--- src/rtl/eop_pkg.sv ---
package eop_pkg;

    typedef enum logic [1:0] {
        MODE_SENSE = 2'd0,
        MODE_TC    = 2'd1,
        MODE_IRQ   = 2'd2,
        MODE_QUIET = 2'd3
    } eop_mode_e;

    typedef enum logic [2:0] {
        ST_IDLE,
        ST_SENSE,
        ST_HALT,
        ST_TC_ARM,
        ST_TC_ON,
        ST_TC_REL,
        ST_IRQ
    } eop_state_e;

endpackage

--- src/rtl/eop_pin_sampler.sv ---
module eop_pin_sampler #(
    parameter int STAGES = 2
) (
    input  logic clk,
    input  logic rst_n,
    input  logic pin_n_i,
    output logic seen_o
);
    logic [STAGES-1:0] chain_q;

    generate
        if (STAGES == 1) begin : g_single
            always_ff @(posedge clk or negedge rst_n) begin
                if (!rst_n) chain_q <= '0;
                else        chain_q <= ~pin_n_i;
            end
        end else begin : g_chain
            always_ff @(posedge clk or negedge rst_n) begin
                if (!rst_n) chain_q <= '0;
                else        chain_q <= {chain_q[STAGES-2:0], ~pin_n_i};
            end
        end
    endgenerate

    assign seen_o = chain_q[STAGES-1];
endmodule

--- src/rtl/eop_irq_mirror.sv ---
module eop_irq_mirror #(
    parameter int NUM_CH = 8,
    parameter int CH_W   = 3
) (
    input  logic              clk,
    input  logic              rst_n,
    input  logic [NUM_CH-1:0] ch_irq_i,
    input  logic [CH_W-1:0]   act_ch_i,
    output logic              irq_o
);
    logic sel_irq;
    logic irq_q;

    always_comb begin
        sel_irq = 1'b0;
        for (int i = 0; i < NUM_CH; i++) begin
            if (act_ch_i == CH_W'(i)) sel_irq = ch_irq_i[i];
        end
    end

    // updated on the falling edge so the pin follows half a cycle later
    always_ff @(negedge clk or negedge rst_n) begin
        if (!rst_n) irq_q <= 1'b0;
        else        irq_q <= sel_irq;
    end

    assign irq_o = irq_q;
endmodule

--- src/rtl/eop_mode_fsm.sv ---
module eop_mode_fsm
    import eop_pkg::*;
(
    input  logic      clk,
    input  logic      rst_n,
    input  eop_mode_e mode_i,
    input  logic      busy_i,
    input  logic      aen_i,
    input  logic      addr_stb_i,
    input  logic      cnt_done_i,
    input  logic      autoinit_i,
    input  logic      seen_i,
    output logic      tc_drive_o,
    output logic      irq_path_o,
    output logic      listen_o,
    output logic      term_o,
    output logic      float_o
);
    eop_state_e st_q, st_d;

    always_comb begin
        st_d = st_q;
        if (!busy_i) begin
            st_d = ST_IDLE;
        end else begin
            unique case (st_q)
                ST_IDLE: begin
                    case (mode_i)
                        MODE_SENSE: st_d = ST_SENSE;
                        MODE_TC:    st_d = ST_TC_ARM;
                        MODE_IRQ:   st_d = ST_IRQ;
                        default:    st_d = ST_IDLE;
                    endcase
                end
                ST_SENSE:  if (seen_i) st_d = ST_HALT;
                ST_HALT:   st_d = ST_HALT;
                ST_TC_ARM: if (addr_stb_i && cnt_done_i) st_d = ST_TC_ON;
                ST_TC_ON: begin
                    if (!aen_i)          st_d = ST_TC_ARM;
                    else if (autoinit_i) st_d = ST_TC_REL;
                end
                ST_TC_REL: if (!aen_i) st_d = ST_TC_ARM;
                ST_IRQ:    st_d = ST_IRQ;
                default:   st_d = ST_IDLE;
            endcase
        end
    end

    always_ff @(posedge clk or negedge rst_n) begin
        if (!rst_n) st_q <= ST_IDLE;
        else        st_q <= st_d;
    end

    always_comb begin
        tc_drive_o = 1'b0;
        irq_path_o = 1'b0;
        listen_o   = 1'b0;
        term_o     = 1'b0;
        float_o    = 1'b0;
        unique case (st_q)
            ST_SENSE: begin
                listen_o = 1'b1;
                term_o   = seen_i;
                float_o  = seen_i;
            end
            ST_HALT: begin
                listen_o = 1'b1;
                float_o  = 1'b1;
            end
            ST_TC_ON: tc_drive_o = 1'b1;
            ST_IRQ:   irq_path_o = 1'b1;
            default: ;
        endcase
    end

    p_mode_hold_r3: assert property (@(posedge clk) disable iff (!rst_n)
        (st_q != ST_IDLE && busy_i) |=> (st_q != ST_IDLE));

    p_term_single_r5: assert property (@(posedge clk) disable iff (!rst_n)
        term_o |=> !term_o);

    p_float_hold_r5: assert property (@(posedge clk) disable iff (!rst_n)
        (term_o && busy_i) |=> float_o);

    p_aen_release_r7: assert property (@(posedge clk) disable iff (!rst_n)
        (st_q == ST_TC_ON && !aen_i) |=> !tc_drive_o);

    p_autoinit_release_r8: assert property (@(posedge clk) disable iff (!rst_n)
        (st_q == ST_TC_ON && autoinit_i) |=> !tc_drive_o);
endmodule

--- src/rtl/eop_pin_ctrl.sv ---
module eop_pin_ctrl
    import eop_pkg::*;
#(
    parameter int NUM_CH      = 8,
    parameter int SYNC_STAGES = 2,
    localparam int CH_W       = (NUM_CH > 1) ? $clog2(NUM_CH) : 1
) (
    input  logic              clk,
    input  logic              rst_n,
    input  logic [1:0]        mode_sel,
    input  logic              ch_busy,
    input  logic              aen,
    input  logic              addr_stb,
    input  logic              cnt_done,
    input  logic              autoinit_stb,
    input  logic [NUM_CH-1:0] ch_irq,
    input  logic [CH_W-1:0]   act_ch,
    input  logic              pin_in,
    output logic              pin_out,
    output logic              pin_oe,
    output logic              term_pulse,
    output logic              addr_float
);
    logic seen;
    logic irq_sel;
    logic tc_drive, irq_path, listen;

    eop_pin_sampler #(.STAGES(SYNC_STAGES)) u_sampler (
        .clk     (clk),
        .rst_n   (rst_n),
        .pin_n_i (pin_in),
        .seen_o  (seen)
    );

    eop_irq_mirror #(.NUM_CH(NUM_CH), .CH_W(CH_W)) u_mirror (
        .clk      (clk),
        .rst_n    (rst_n),
        .ch_irq_i (ch_irq),
        .act_ch_i (act_ch),
        .irq_o    (irq_sel)
    );

    eop_mode_fsm u_fsm (
        .clk        (clk),
        .rst_n      (rst_n),
        .mode_i     (eop_mode_e'(mode_sel)),
        .busy_i     (ch_busy),
        .aen_i      (aen),
        .addr_stb_i (addr_stb),
        .cnt_done_i (cnt_done),
        .autoinit_i (autoinit_stb),
        .seen_i     (seen),
        .tc_drive_o (tc_drive),
        .irq_path_o (irq_path),
        .listen_o   (listen),
        .term_o     (term_pulse),
        .float_o    (addr_float)
    );

    assign pin_out = ~(tc_drive | (irq_path & irq_sel));
    assign pin_oe  = ~listen;

    p_idle_negated_r11: assert property (@(posedge clk) disable iff (!rst_n)
        !ch_busy |=> (pin_out && pin_oe && !addr_float));

    p_term_listen_r12: assert property (@(posedge clk) disable iff (!rst_n)
        term_pulse |-> !pin_oe);
endmodule

--- config.mk ---
export PLATFORM = sky130hd
export DESIGN_NAME = eop_pin_ctrl
export DESIGN_NICKNAME = d
export VERILOG_FILES = /design/src/rtl/eop_pkg.sv /design/src/rtl/eop_pin_sampler.sv /design/src/rtl/eop_irq_mirror.sv /design/src/rtl/eop_mode_fsm.sv /design/src/rtl/eop_pin_ctrl.sv
export SDC_FILE = /design/constraint.sdc
export NUM_CORES = 1
export LEC_CHECK = 0
export BUFFER_PORTS_ARGS = -buffer_cell sky130_fd_sc_hd__buf_4
export CELL_PAD_IN_SITES_DETAIL_PLACEMENT = 0
export CELL_PAD_IN_SITES_GLOBAL_PLACEMENT = 1
export CORE_AREA = 4 4 45 47
export CTS_CLUSTER_DIAMETER = 120
export DETAILED_ROUTE_END_ITERATION = 10
export DIE_AREA = 0 0 49 51
export PLACE_DENSITY = 0.8
export SYNTH_ARGS = -nofsm -noshare
export SYNTH_HDL_FRONTEND = slang
export SYNTH_SLANG_ARGS = --single-unit
--- constraint.sdc ---
create_clock -name clk -period 1.9 [get_ports clk]
set_clock_uncertainty 0.15 [all_clocks]
set_input_delay 0.095 -clock clk [delete_from_list [all_inputs] [get_ports clk]]
set_output_delay 0.095 -clock clk [all_outputs]
set_load 0.005 [all_outputs]
==> results.tsv <==
stage	metric	value	unit
yosys	syn nets	74	
critical_path	CP arrival	1.82	ns
clock_tree	clock transition at the registers of the reported paths	0.05	ns
clock_tree	Inserted Clock Buffers	3	
timing	Final Hold Viols	0	
floorplan	width of the die	49	um
placement	Placer Congestion	0.657	
flow_run	max cap viols	0	
yosys	fraction of registers with async set/reset	100	%
critical_path	critical path launch point type	flip-flop	
detailed_routing	DRT iter0 DRCs	7	
placement	Port Buf Inserts	24	
clock_tree	CTS sink count	6	
power	maximum VDD drop	0.387	mV
run_status	failing checks	setup timing	
grt	grt total ovfl	0	
power	LEAKAGE	0.368	nW
yosys	EDFF count, synth	0	
clock_tree	TritonCTS clock tree	done	
cells_and_area	Final nets	104	
critical_path	Crit Path Category	reg2out	
critical_path	critical path's slowest cell	dfrtn_1	
timing	Max Slew Vio Count	0	
yosys	Yosys reg bits	6	
placement	placed cell count	88	
detailed_routing	via density per instance	4.85	
detailed_routing	remaining routing DRC violations	0	
timing	RSZ-0062 raised after global routing	true	
yosys	sequential fraction of the synthesis area	30.5	%
grt	initial antenna violation count	0	
yosys	average size of a mapped cell	10.0	um^2
timing	post-route setup slack	-0.163	ns
critical_path	delay-heaviest family, CP	flip-flops	
critical_path	CP required	1.65	ns
yosys	Synth Flop Type	dfrtp_1	
yosys	mapped cell area	492	um^2
timing	worst slew pin tran	0.403	ns
yosys	Synth area leaders	dfrtp_1, ha_1, mux4_2	
floorplan	io pins	25	
grt	vias in the first global route	467	
cells_and_area	multi-input logic area	299	um^2
yosys	Synth top area share	25.4	%
yosys	leading area contributor after synthesis	dfrtp_1	
run_status	status	finished, violations left	
timing	hold slack final	0.0549	ns
yosys	Yosys cell types	28	
clock_tree	Worst-Skew Late Latency	0.24	ns
critical_path	worst-path maximum fanout	1	
cells_and_area	FF+latch area	150	um^2
yosys	synth warn	0	
worst_hold_path	Hold Crit Class	in2async	
floorplan	die area	2500	um^2
detailed_routing	vias	461	
detailed_routing	Avg WL per Cell	11.1	um
yosys	Mapped Cells	49	
detailed_routing	WL final	1060	um
grt	global-route wire length before repair	1880	um
cells_and_area	share of layout cells above drive strength 1	44.9	%
floorplan	FP Rows	15	
grt	GRT Util Overall	9.67	%
floorplan	Starting Density	29.8	%
clock_tree	Clock Path Buffers	2	
floorplan	Die Y	51	um
cells_and_area	number of fill cells	158	
power	total power per unit cell area	623	nW/um^2
cells_and_area	Finished Layout Cells	95	
cells_and_area	Ant. Diodes	0	
clock_tree	H-tree depth	1	
floorplan	Core Region	1650	um^2
timing	Setup-failing EPs final	2	
placement	dpl hpwl	879	um
critical_path	CP peak stage delay	0.38	ns
grt	largest net degree at the start of global routing	13	
detailed_routing	first-pass iteration count of the detailed router	2	
critical_path	Setup crit end kind	output port	
clock_tree	clock root cell	clkbuf_4	
detailed_routing	post-route ant nets	0	
critical_path	Worst Path Buf+Inv	1	
timing	Slew headroom	73.2	%
critical_path	worst-path cell chain	o211ai_1, buf_4	
cells_and_area	Area Growth Syn to Fin	52.2	%
[Yosys cell counts (2+ instances only)]
cell / number
inv_2: 2
a21oi_1: 3
nor2b_1: 2
nor2_1: 3
inv_1: 4
dfrtp_1: 5
o211ai_1: 2
mux4_2: 2
ha_1: 4
nand2_1: 4
[power by group]
| group | leakage [nW] | switching (mW) | total, mW | internal [mW] |
|---|---|---|---|---|
| Clock | 0.0150 | 0.0442 | 0.124 | 0.0794 |
| Sequential | 0.0744 | 0.0287 | 0.172 | 0.143 |
| Combinational | 0.279 | 0.0673 | 0.171 | 0.104 |
| Total | 0.368 | 0.140 | 0.466 | 0.326 |
[placed cells by master, fill, tap and decap left out, types with 2 or more instances in the layout]
master,count
dfrtp_1,5
nor2_1,3
a21oi_1,3
o211ai_1,2
dlygate4sd3_1,3
inv_1,4
ha_1,4
nor2b_1,2
clkbuf_4,3
nand2_1,4
buf_4,23
mux4_2,2
inv_2,2
[stage by stage]
stage	total power, mW	TNS [ns]	setup WS [ns]	instance area (um^2)	utilization, %
after global routing	0.507	-0.225	-0.196	748	45.3
after global placement	0.335	-0.293	-0.293	677	41.0
after CTS	0.476	-0.197	-0.183	748	45.3
after detailed placement	0.337	-0.300	-0.300	677	41.0
final	0.466	-0.184	-0.163	748	45.3
after floorplan	0.269	-0.173	-0.173	492	-
[sequential cells by signal, indices dropped and copies added, names as in the netlist]
name               flops
u_sampler.chain_q      2
u_mirror.irq_o         1
u_fsm.st_q             3
[routing by layer]
metal	global-route usage (%)	wire length, um	vias up	part of all wire (%)
li1	-	-	234	-
met1	10.8	427	211	40
met5	0	0	-	0
met4	5.38	0	0	0
met2	16.3	558	16	53
met3	2.92	73	0	6.9
[worst paths after layout]
kind,startpoint,end,slack (ns),cells after the start
max,u_mirror.irq_o,pin_out,-0.16,2
min,rst_n,u_fsm.st_q[1],0.05,2
max reg2reg,u_fsm.st_q[1],u_fsm.st_q[1],0.31,4
min reg2reg,u_sampler.chain_q[0],u_sampler.chain_q[1],0.21,0
max in group asynchronous,rst_n,u_mirror.irq_o,0.57,2
min in group clk,autoinit_stb,u_fsm.st_q[0],0.17,4
[cell type report]
type	instances	area share, %
Clock buffer	4	3.51
Timing Repair Buffer	28	30.6
Inverter	6	3.01
Sequential cell	6	20.1
Tap cell	17	2.84
Multi-Input combinational cell	34	40.0
[worst reg2reg max path, cell delays in order, from the launching register on]
cell and delay (ns):
dfrtp_1 0.43, and3_1 0.21, a2111oi_4 0.35, a31oi_1 0.12, o21a_1 0.21
[repair_timing]
item	in CTS	in global routing
setup endpoints to repair	2	2
hold buffers	3	0
buffers inserted	0	0
resized for setup	4	0
hold endpoints to repair	8	0
pin swaps	0	0
[cell families after synthesis]
group                      Yosys count  synth area share (%)
AOI/OAI and AO/OA                   13                  22.6
adders and majority gates            4                  10.2
buffers and inverters                9                  9.41
DFF                                  6                  30.5
muxes                                4                  13.5
and+or+nand+nor                     13                  13.7
(Power assumes the default switching activity.)
